==> src/rtl/sspi_pkg.sv <==
package sspi_pkg;
  localparam int BYTE_W = 8;

  localparam logic [BYTE_W-1:0] OPC_PIXEL   = 8'h01;
  localparam logic [BYTE_W-1:0] OPC_START   = 8'h02;
  localparam logic [BYTE_W-1:0] OPC_STATUS  = 8'h03;
  localparam logic [BYTE_W-1:0] OPC_SRST    = 8'hC0;
  localparam logic [BYTE_W-1:0] OPC_RD_BASE = 8'h20;
  localparam logic [BYTE_W-1:0] OPC_WR_BASE = 8'h40;
  localparam logic [BYTE_W-1:0] OPC_NOP     = 8'h00;

  typedef enum logic [1:0] {
    ST_OPCODE = 2'd0,
    ST_STREAM = 2'd1,
    ST_WRITE  = 2'd2
  } dec_state_e;
endpackage

==> src/rtl/sspi_sync.sv <==
module sspi_sync #(
  parameter int SYNC_STAGES = 2
) (
  input  logic clk,
  input  logic rst_n,
  input  logic sck,
  input  logic mosi,
  input  logic csn,
  output logic rst_n_int,
  output logic mosi_s,
  output logic cs_active,
  output logic sck_rise,
  output logic sck_fall
);
  localparam int NPIN = 3;
  localparam logic [NPIN-1:0] PIN_RST = 3'b100;

  logic [1:0]      rst_pipe;
  logic [NPIN-1:0] pins_raw;
  logic [NPIN-1:0] pins_s;
  logic            sck_prev;

  always_ff @(posedge clk or negedge rst_n) begin
    if (!rst_n) rst_pipe <= 2'b00;
    else        rst_pipe <= {rst_pipe[0], 1'b1};
  end
  assign rst_n_int = rst_pipe[1];

  assign pins_raw = {csn, mosi, sck};

  for (genvar p = 0; p < NPIN; p++) begin : g_pin
    logic [SYNC_STAGES-1:0] stg;
    always_ff @(posedge clk or negedge rst_n_int) begin
      if (!rst_n_int) stg <= {SYNC_STAGES{PIN_RST[p]}};
      else            stg <= {stg[SYNC_STAGES-2:0], pins_raw[p]};
    end
    assign pins_s[p] = stg[SYNC_STAGES-1];
  end

  always_ff @(posedge clk or negedge rst_n_int) begin
    if (!rst_n_int) sck_prev <= 1'b0;
    else            sck_prev <= pins_s[0];
  end

  assign cs_active = ~pins_s[2];
  assign mosi_s    = pins_s[1];
  assign sck_rise  = cs_active &  pins_s[0] & ~sck_prev;
  assign sck_fall  = cs_active & ~pins_s[0] &  sck_prev;
endmodule

==> src/rtl/sspi_shifter.sv <==
module sspi_shifter #(
  parameter int DW = 8
) (
  input  logic          clk,
  input  logic          rst_n,
  input  logic          cs_active,
  input  logic          sck_rise,
  input  logic          sck_fall,
  input  logic          mosi_s,
  input  logic [DW-1:0] load_byte,
  output logic          byte_done,
  output logic [DW-1:0] rx_byte,
  output logic          miso
);
  localparam int CW = $clog2(DW);
  localparam logic [CW-1:0] LAST = CW'(DW - 1);

  logic [CW-1:0] cnt_q, cnt_n;
  logic [DW-1:0] rx_q, rx_n;
  logic [DW-1:0] tx_q, tx_n;

  assign byte_done = sck_rise && (cnt_q == LAST);
  assign rx_byte   = {rx_q[DW-2:0], mosi_s};
  assign miso      = tx_q[DW-1];

  always_comb begin
    cnt_n = cnt_q;
    rx_n  = rx_q;
    tx_n  = tx_q;
    if (!cs_active) begin
      cnt_n = '0;
      rx_n  = '0;
      tx_n  = '0;
    end else begin
      if (sck_rise) begin
        rx_n  = rx_byte;
        cnt_n = (cnt_q == LAST) ? '0 : CW'(cnt_q + 1'b1);
      end
      if (byte_done)
        tx_n = load_byte;
      else if (sck_fall && (cnt_q != '0))
        tx_n = {tx_q[DW-2:0], 1'b0};
    end
  end

  always_ff @(posedge clk or negedge rst_n) begin
    if (!rst_n) begin
      cnt_q <= '0;
      rx_q  <= '0;
      tx_q  <= '0;
    end else begin
      cnt_q <= cnt_n;
      rx_q  <= rx_n;
      tx_q  <= tx_n;
    end
  end
endmodule

==> src/rtl/sspi_decoder.sv <==
module sspi_decoder
  import sspi_pkg::*;
#(
  parameter int NUM_REGS = 18,
  parameter int AW = $clog2(NUM_REGS)
) (
  input  logic              clk,
  input  logic              rst_n,
  input  logic              cs_active,
  input  logic              byte_done,
  input  logic [BYTE_W-1:0] rx_byte,
  input  logic [BYTE_W-1:0] fifo_data,
  input  logic [BYTE_W-1:0] status_in,
  input  logic [BYTE_W-1:0] rd_data,
  output logic [BYTE_W-1:0] tx_byte,
  output logic [AW-1:0]     rd_addr,
  output logic              wr_en,
  output logic [AW-1:0]     wr_addr,
  output logic [BYTE_W-1:0] wr_data,
  output logic              fifo_pop,
  output logic              scan_start,
  output logic              soft_rst
);
  localparam int PW = $clog2(NUM_REGS + 1);
  localparam logic [PW-1:0]     PTR_END = PW'(NUM_REGS);
  localparam logic [BYTE_W-1:0] RD_END  = BYTE_W'(OPC_RD_BASE + NUM_REGS);
  localparam logic [BYTE_W-1:0] WR_END  = BYTE_W'(OPC_WR_BASE + NUM_REGS);

  dec_state_e    st_q, st_n;
  logic [PW-1:0] ptr_q, ptr_n;
  logic          pop_q, pop_n;
  logic          scan_q, scan_n;
  logic          srst_q, srst_n;
  logic          is_rd, is_wr;
  logic          stream_more;

  assign is_rd = (rx_byte >= OPC_RD_BASE) && (rx_byte < RD_END);
  assign is_wr = (rx_byte >= OPC_WR_BASE) && (rx_byte < WR_END);
  assign stream_more = (st_q == ST_STREAM) && (rx_byte == OPC_NOP);

  assign rd_addr = AW'(rx_byte - OPC_RD_BASE);
  assign wr_addr = ptr_q[AW-1:0];
  assign wr_data = rx_byte;

  always_comb begin
    st_n    = st_q;
    ptr_n   = ptr_q;
    pop_n   = 1'b0;
    scan_n  = 1'b0;
    srst_n  = 1'b0;
    tx_byte = '0;
    wr_en   = 1'b0;
    if (!cs_active) begin
      st_n = ST_OPCODE;
    end else if (byte_done) begin
      if (st_q == ST_WRITE) begin
        if (ptr_q < PTR_END) begin
          wr_en = 1'b1;
          ptr_n = PW'(ptr_q + 1'b1);
        end
      end else if (stream_more) begin
        tx_byte = fifo_data;
        pop_n   = 1'b1;
      end else begin
        st_n = ST_OPCODE;
        if (rx_byte == OPC_PIXEL) begin
          tx_byte = fifo_data;
          pop_n   = 1'b1;
          st_n    = ST_STREAM;
        end else if (rx_byte == OPC_START) begin
          scan_n = 1'b1;
        end else if (rx_byte == OPC_STATUS) begin
          tx_byte = status_in;
        end else if (rx_byte == OPC_SRST) begin
          srst_n = 1'b1;
        end else if (is_rd) begin
          tx_byte = rd_data;
        end else if (is_wr) begin
          st_n  = ST_WRITE;
          ptr_n = PW'(rx_byte - OPC_WR_BASE);
        end
      end
    end
  end

  always_ff @(posedge clk or negedge rst_n) begin
    if (!rst_n) begin
      st_q   <= ST_OPCODE;
      ptr_q  <= '0;
      pop_q  <= 1'b0;
      scan_q <= 1'b0;
      srst_q <= 1'b0;
    end else begin
      st_q   <= st_n;
      ptr_q  <= ptr_n;
      pop_q  <= pop_n;
      scan_q <= scan_n;
      srst_q <= srst_n;
    end
  end

  assign fifo_pop   = pop_q;
  assign scan_start = scan_q;
  assign soft_rst   = srst_q;
endmodule

==> src/rtl/sspi_regfile.sv <==
module sspi_regfile #(
  parameter int NUM_REGS = 18,
  parameter int DW = 8,
  parameter int AW = $clog2(NUM_REGS)
) (
  input  logic                   clk,
  input  logic                   rst_n,
  input  logic                   wr_en,
  input  logic [AW-1:0]          wr_addr,
  input  logic [DW-1:0]          wr_data,
  input  logic [AW-1:0]          rd_addr,
  output logic [DW-1:0]          rd_data,
  output logic [NUM_REGS*DW-1:0] regs_flat
);
  for (genvar i = 0; i < NUM_REGS; i++) begin : g_reg
    logic          sel;
    logic [DW-1:0] val_q;
    assign sel = wr_en && (wr_addr == AW'(i));
    always_ff @(posedge clk or negedge rst_n) begin
      if (!rst_n)   val_q <= '0;
      else if (sel) val_q <= wr_data;
    end
    assign regs_flat[i*DW +: DW] = val_q;
  end

  always_comb begin
    rd_data = '0;
    for (int i = 0; i < NUM_REGS; i++) begin
      if (rd_addr == AW'(i)) rd_data = regs_flat[i*DW +: DW];
    end
  end
endmodule

==> src/rtl/sensor_spi_ctrl.sv <==
module sensor_spi_ctrl
  import sspi_pkg::*;
#(
  parameter int NUM_REGS    = 18,
  parameter int SYNC_STAGES = 2
) (
  input  logic                       clk,
  input  logic                       rst_n,
  input  logic                       spi_sck,
  input  logic                       spi_mosi,
  input  logic                       spi_csn,
  output logic                       spi_miso,
  input  logic [BYTE_W-1:0]          fifo_data,
  output logic                       fifo_pop,
  input  logic [BYTE_W-1:0]          status_in,
  output logic                       scan_start,
  output logic                       soft_rst,
  output logic [NUM_REGS*BYTE_W-1:0] regs_flat
);
  localparam int AW = $clog2(NUM_REGS);

  logic              rst_n_int, mosi_s, cs_active, sck_rise, sck_fall;
  logic              byte_done, wr_en;
  logic [BYTE_W-1:0] rx_byte, tx_byte, rd_data, wr_data;
  logic [AW-1:0]     rd_addr, wr_addr;

  sspi_sync #(.SYNC_STAGES(SYNC_STAGES)) sync_i (
    .clk(clk), .rst_n(rst_n), .sck(spi_sck), .mosi(spi_mosi), .csn(spi_csn),
    .rst_n_int(rst_n_int), .mosi_s(mosi_s), .cs_active(cs_active),
    .sck_rise(sck_rise), .sck_fall(sck_fall)
  );

  sspi_shifter #(.DW(BYTE_W)) shift_i (
    .clk(clk), .rst_n(rst_n_int), .cs_active(cs_active),
    .sck_rise(sck_rise), .sck_fall(sck_fall), .mosi_s(mosi_s),
    .load_byte(tx_byte), .byte_done(byte_done), .rx_byte(rx_byte),
    .miso(spi_miso)
  );

  sspi_decoder #(.NUM_REGS(NUM_REGS), .AW(AW)) dec_i (
    .clk(clk), .rst_n(rst_n_int), .cs_active(cs_active),
    .byte_done(byte_done), .rx_byte(rx_byte), .fifo_data(fifo_data),
    .status_in(status_in), .rd_data(rd_data), .tx_byte(tx_byte),
    .rd_addr(rd_addr), .wr_en(wr_en), .wr_addr(wr_addr), .wr_data(wr_data),
    .fifo_pop(fifo_pop), .scan_start(scan_start), .soft_rst(soft_rst)
  );

  sspi_regfile #(.NUM_REGS(NUM_REGS), .DW(BYTE_W), .AW(AW)) regs_i (
    .clk(clk), .rst_n(rst_n_int), .wr_en(wr_en), .wr_addr(wr_addr),
    .wr_data(wr_data), .rd_addr(rd_addr), .rd_data(rd_data),
    .regs_flat(regs_flat)
  );
endmodule

==> config.mk <==
export PLATFORM = sky130hd
export DESIGN_NAME = sensor_spi_ctrl
export DESIGN_NICKNAME = d
export VERILOG_FILES = /design/src/rtl/sspi_pkg.sv /design/src/rtl/sspi_sync.sv /design/src/rtl/sspi_shifter.sv /design/src/rtl/sspi_decoder.sv /design/src/rtl/sspi_regfile.sv /design/src/rtl/sensor_spi_ctrl.sv
export SDC_FILE = /design/constraint.sdc
export NUM_CORES = 1
export LEC_CHECK = 0
export ABC_AREA = 1
export ABC_CLOCK_PERIOD_IN_PS = 6500
export BUFFER_PORTS_ARGS = -buffer_cell sky130_fd_sc_hd__buf_2
export CAP_MARGIN = 20
export CORE_ASPECT_RATIO = 1.2
export CORE_MARGIN = 1.5
export CORE_UTILIZATION = 30
export CTS_CLUSTER_DIAMETER = 100
export DETAILED_ROUTE_END_ITERATION = 8
export GPL_TIMING_DRIVEN = 0
export HOLD_SLACK_MARGIN = 0.03
export PLACE_DENSITY_LB_ADDON = 0.15
export SYNTH_ARGS = -nofsm -noshare
export SYNTH_HDL_FRONTEND = slang
export SYNTH_SLANG_ARGS = --single-unit
==> constraint.sdc <==
create_clock -name clk -period 6.5 [get_ports clk]
set_input_delay 0.65 -clock clk [delete_from_list [all_inputs] [get_ports clk]]
set_output_delay 0.65 -clock clk [all_outputs]
set_load 0.01 [all_outputs]
# Word-level counts from Yosys, hierarchy flattened
# Cells that the tools add are included.
# totals
regBits	181
in_bits	21
out_inout_bits	148
word_cells	205
# op_classes
n_addsub	4
order_cmp	5
eq_ne	50
muxes	75
bitwise	7
n_reduce_logical	33
# ops
operator	count
8-bit 2-to-1 mux	28
5-bit by 4-bit == test with 1-bit output, second input constant	16
5-bit 2-to-1 mux	9
5-bit by 3-bit == test with 1-bit output, second input constant	8
1-bit logical AND	23
1-bit 2-to-1 mux	23
5-bit by 2-bit == test with 1-bit output, second input constant	4
5-bit == test, second input constant	4
2-bit 2-to-1 mux	10
8-bit by 2-bit == test with 1-bit output, second input constant	2
7-bit 2-to-1 mux	2
5-bit by 1-bit == test with 1-bit output, second input constant	2
5-bit logical NOT	2
2-bit inequality test, second input constant	5
10-bit AND reduction	1
5-bit by 1-bit subtractor with 5-bit output, second input constant	2
3-bit 2-to-1 mux	3
8-bit by 1-bit == test with 1-bit output, second input constant	1
8-bit == test, second input constant	1
8-bit by 6-bit greater-or-equal comparator with 1-bit output, second input constant	1
8-bit by 7-bit greater-or-equal comparator with 1-bit output, second input constant	1
8-bit logical NOT	1
8-bit by 6-bit < comparator with 1-bit output, second input constant	1
8-bit by 7-bit < comparator with 1-bit output, second input constant	1
other kinds (12)	23

# Logic depth before layout (Yosys ltp)
# logic_depth
word_depth	29
mapped_depth	20
ltp_nobuf	20

# Hierarchy
# From an unflattened synthesis, not the netlist that was laid out.
# unflattened
cells_unflattened	1093
hier_area_um2	8699.6
# modules_own_cells
mod	instances	cells_each	area_per_inst_um2
sspi_regfile	1	799	6453.7
sspi_decoder	1	175	1088.5
sspi_shifter	1	104	907.1
sspi_sync	1	15	250.2

# Worst setup path after synthesis
# No wires, ideal clock.
# synth_timing
path_type	flip-flop to flip-flop
from	reg sync_i.g_pin[1].stg[1]
to	reg shift_i.tx_q[6]
setup_time_ns	0.121
arrival_ns	1.767
required_time_ns	6.379
path_slack_ns	4.612
path_stages_with_launch	15
period_less_slack_ns	1.888
path_cell_list	dfrtp_1 buf_2 nor2_2 nand2_2 nor2_1 inv_1 or2_2 nand2_1 nand2_1 nand2_1 nand3_1 nand2_1 nand2_1 nand2_1 nand2_1
# synth_via
elab_chain_cells	29
word_cells_on_any_way	55
# synth_lines
element	line	rtl
start: declaration	sspi_sync.sv:32	logic [SYNC_STAGES-1:0] stg;
start signal: assignment	sspi_sync.sv:34	if (!rst_n_int) stg <= {SYNC_STAGES{PIN_RST[p]}};
start signal: assignment	sspi_sync.sv:35	else stg <= {stg[SYNC_STAGES-2:0], pins_raw[p]};
5-bit by 1-bit subtractor with 5-bit output	sspi_decoder.sv:41	assign rd_addr = AW'(rx_byte - OPC_RD_BASE);
5-bit logical NOT	sspi_regfile.sv:29	if (rd_addr == AW'(i)) rd_data = regs_flat[i*DW +: DW];
8-bit 2-to-1 mux (18 in series)	sspi_regfile.sv:29	
8-bit 2-to-1 mux	sspi_decoder.sv:76	end else if (is_rd) begin
8-bit 2-to-1 mux	sspi_decoder.sv:74	end else if (rx_byte == OPC_SRST) begin
8-bit 2-to-1 mux	sspi_decoder.sv:72	end else if (rx_byte == OPC_STATUS) begin
8-bit 2-to-1 mux	sspi_decoder.sv:70	end else if (rx_byte == OPC_START) begin
8-bit 2-to-1 mux	sspi_decoder.sv:66	if (rx_byte == OPC_PIXEL) begin
8-bit 2-to-1 mux (*)	sspi_decoder.sv:61	end else if (stream_more) begin
8-bit 2-to-1 mux (*)	sspi_decoder.sv:56	if (st_q == ST_WRITE) begin
8-bit 2-to-1 mux (*)	sspi_shifter.sv:39	if (byte_done)
8-bit 2-to-1 mux (*)	sspi_shifter.sv:30	if (!cs_active) begin
end signal: assignment	sspi_shifter.sv:54	tx_q <= tx_n;
end: declaration	sspi_shifter.sv:20	logic [DW-1:0] tx_q, tx_n;
# Mark *: on every way between the ends. The rest lies on a longest branch, timed or not.
# A chain may end at the register's enable or synchronous reset.

# Worst setup path in the final report
# layout_timing
from	reg shift_i.rx_q[3]
to	reg shift_i.tx_q[4]
# layout_via
elab_chain_cells	29
word_cells_on_any_way	55
# layout_lines
element	line	rtl
start: declaration	sspi_shifter.sv:19	logic [DW-1:0] rx_q, rx_n;
start signal: assignment	sspi_shifter.sv:53	rx_q <= rx_n;
5-bit by 1-bit subtractor with 5-bit output	sspi_decoder.sv:41	
5-bit logical NOT	sspi_regfile.sv:29	
8-bit 2-to-1 mux (18 in series)	sspi_regfile.sv:29	
8-bit 2-to-1 mux	sspi_decoder.sv:76	
8-bit 2-to-1 mux	sspi_decoder.sv:74	
8-bit 2-to-1 mux	sspi_decoder.sv:72	
8-bit 2-to-1 mux	sspi_decoder.sv:70	
8-bit 2-to-1 mux	sspi_decoder.sv:66	
8-bit 2-to-1 mux (*)	sspi_decoder.sv:61	
8-bit 2-to-1 mux (*)	sspi_decoder.sv:56	
8-bit 2-to-1 mux (*)	sspi_shifter.sv:39	
8-bit 2-to-1 mux (*)	sspi_shifter.sv:30	
# Marks and branches as above.

==> impl_metrics.toml <==
[timing]
finalCritPeriodShare = 0.449
fmax_mhz = 343
rsz0062_at_grt = "false"
fin_crit_ns = 2.92
setup_violations = 0
slew_headroom = 0.366
hold_viol = 0
worst_pin_slew_ns = 0.944
skew_ns = 0.0106
finalMaxSlewViolations = 0
fin_ws_ns = 3.58

[cells_and_area]
final_common_cell = "nand2_1"
fin_util = 0.378
drive_gt1_frac = 0.198
nets = 1237
diodes = 0
area_delta_synth_final_pct = 23.8
final_cell_mix = "nand2_1 (349), dfrtp_1 (178), buf_2 (170), o21ai_0 (158), nor2_1 (61)"

[worst_setup_path]
worstReg2RegStart = "shift_i.rx_q[3]$_DFFE_PN0P_"
r2r_slack_ns = 3.58
crit_family = "simple AND/OR/NAND/NOR gates"
crit_path_frequent_cell = "nand2_1"
setup.worst_path.start_class = "flop"
path_buf_inv = 1
critical_path_class = "reg -> reg"
ff2ff_path_depth = 15
arrival_ns = 3.25
crit_required_ns = 6.83
critical_path.endpoint_type = "flop"
critPathMaxFanout = 9
critical_path.slowest_cell = "dfrtp_1"
timing.rr.end = "shift_i.tx_q[4]$_DFFE_PN0P_"
cp_cell_sequence = "inv_2, nand3_1, nor2_1, nand2_1, nand4_1, nor2_1, nand4_1, nor2_1, nand4_1, o21ai_1, nand3_1, nand2_1, nand2_1, nand2_1, nand2_1"
cp_slowest_stage_delay_ns = 0.53

[floorplanning]
fp.coreArea_um2 = 27200
die-area_um2 = 28700
die_height_um = 185
start_util = 0.306
die_w_um = 155
pin_count = 169
fp-row-count = 66

[logic_synthesis]
ys.flop_type = "dfrtp_1"
synth_top_cell_area_share = 0.539
ys_ff_latch = 181
ys_seq_area_frac = 0.546
syn_avg_cell_area_um2 = 8.16
synth_area_leaders = "dfrtp_1 (54%), nand2_1 (16%), o21ai_0 (9.5%)"
syn_nets = 1046
synth_cells = 1017
synth_top_area_cell = "dfrtp_1"
netlist_area_um2 = 8300
synthArstFlopShare = 1.00
yosys_warnings = 0
synth_cell_type_count = 34
synth-edff-count = 0

[global_route]
antenna_found_initial = 0
overflow = 0
grt_max_degree = 65
grt_pass1_wl_um = 44700
grt_pass1_vias = 7419
track_usage = 0.210

[place]
place_congestion = 0.831
hpwlAfterDp_um = 21500
io_buffer_count = 168
dp_slack_ns = 3.54

[clock_network]
cts_tree = "done"
cts-hold-fix-buffers = 1
cts_sinks = 181
h-tree-depth = 4
clk_pin_slew_worst_paths_ns = 0.07
post_cts_resized = 0
root_buffer = "clkbuf_16"
post-cts-setup-buffer-count = 0
insertion_delay_ns = 0.44
clk_path_buf_depth = 2
cts_inserted_buffers = 17

[route]
vias_per_cell = 4.86
firstDrtPassIters = 5
ant_nets = 0
vias = 7593
wl_per_cell_um = 18.7
drc_errors = 0
wl_um = 29200
initialDrtViolationCount = 413

[status]
status = "completed"

[power_and_ir_drop]
pwr_density_cell_nw_per_um2 = 226
p_leak_nw = 5.13
irDropWorstVdd_mv = 0.170

[job]
cap_violations = 0

[min_path]
hp-class = "reg -> async"
-- flip-flops by register name, summed over array words and instances (netlist names), 2 cells and up --
register	flops
sync_i.rst_pipe	2
regs_i.g.val_q	144
shift_i.tx_q	8
shift_i.rx_q	7
shift_i.cnt_q	3
dec_i.st_q	2
dec_i.wr_addr	5
sync_i.g_pin.stg	6
-- cells in the mapped netlist (4+ instances only) --
library cell  instances
clkbuf_1             35
a22o_1                5
nor2_2                8
inv_2                12
or2_2                 6
nor2_4                4
o21ai_0             158
dfrtp_1             179
nand2_1             349
or2_0                 5
nand4_1              27
nor2_1               61
ha_1                  8
nor3_1               11
a21oi_1              19
nand3_1              30
a22oi_1               4
o21ai_1               6
o22ai_1              10
inv_1                57
-- cell families after synthesis --
group / after synthesis / share of synthesized area
AOI/OAI and AO/OA: 206 / 0.131
buffers and inverters: 109 / 0.0496
other: 1 / 0.000452
adders and majority gates: 8 / 0.0121
DFF: 181 / 0.546
and+or+nand+nor: 512 / 0.262
-- layout make-up --
class / count / area [um^2]
multi-input combinational: 727 / 3360
tap: 340 / 425
inverter: 72 / 270
clock inverter: 12 / 168
buffer: 37 / 141
timing repair buffer: 172 / 933
clock buffer: 20 / 447
fill: 2895 / 16900
sequential: 181 / 4540
-- metrics by stage --
stage / std cells / power, mW / hold WS [ns] / TNS (ns) / instance area (um^2)
3_5_place_dp: 1528 / 1.24 / 0.233 / 0 / 9660
2_1_floorplan: 1017 / 1.20 / 0.331 / 0 / 8300
3_3_place_gp: 1525 / 1.23 / 0.334 / -269.82 / 9570
6_report: 1561 / 2.32 / 0.229 / 0 / 10300
4_1_cts: 1561 / 2.35 / 0.239 / 0 / 10300
5_1_grt: 1561 / 2.41 / 0.258 / 0 / 10300
-- report_power, final --
part	switching (mW)	total (mW)	internal, mW
clock network	0.480	1.10	0.624
registers	0.00554	1.14	1.13
logic	0.0601	0.0794	0.0193
-- how the worst max path moves through the flow --
stage / startpoint / end / slack, ns / depth (start not counted)
after global routing: shift_i.rx_q[3]$_DFFE_PN0P_ / shift_i.tx_q[6]$_DFFE_PN0P_ / 3.38 / 17
final: shift_i.rx_q[3]$_DFFE_PN0P_ / shift_i.tx_q[4]$_DFFE_PN0P_ / 3.58 / 15
after floorplan: sync_i.rst_pipe[1]$_DFF_PN0_ / dec_i.fifo_pop$_DFF_PN0_ / 1.09 / 0
after detailed placement: sync_i.g_pin[1].stg[1]$_DFF_PN0_ / shift_i.tx_q[4]$_DFFE_PN0P_ / 3.54 / 15
after CTS: sync_i.g_pin[1].stg[1]$_DFF_PN0_ / shift_i.tx_q[4]$_DFFE_PN0P_ / 3.54 / 15
after global placement: sync_i.rst_pipe[1]$_DFF_PN0_ / regs_i.g_reg[4].val_q[6]$_DFFE_PN0P_ / -1.55 / 0
-- routing by layer --
metal	part of all wire	vias up	track usage
met4	0.027	0	0.0815
met5	0	-	0
met3	0.041	39	0.0292
met2	0.48	214	0.343
li1	-	3721	-
met1	0.46	3619	0.282
-- worst reg2reg max path: stages (launching register included) --
cell and delay (ns):
dfrtp_1 0.53, inv_2 0.16, nand3_1 0.36, nor2_1 0.23, nand2_1 0.11, nand4_1 0.16, nor2_1 0.22, nand4_1 0.17
nor2_1 0.16, nand4_1 0.16, o21ai_1 0.16, nand3_1 0.15, nand2_1 0.10, nand2_1 0.05, nand2_1 0.06, nand2_1 0.04
Note: power is estimated with default switching activity, not from simulation.
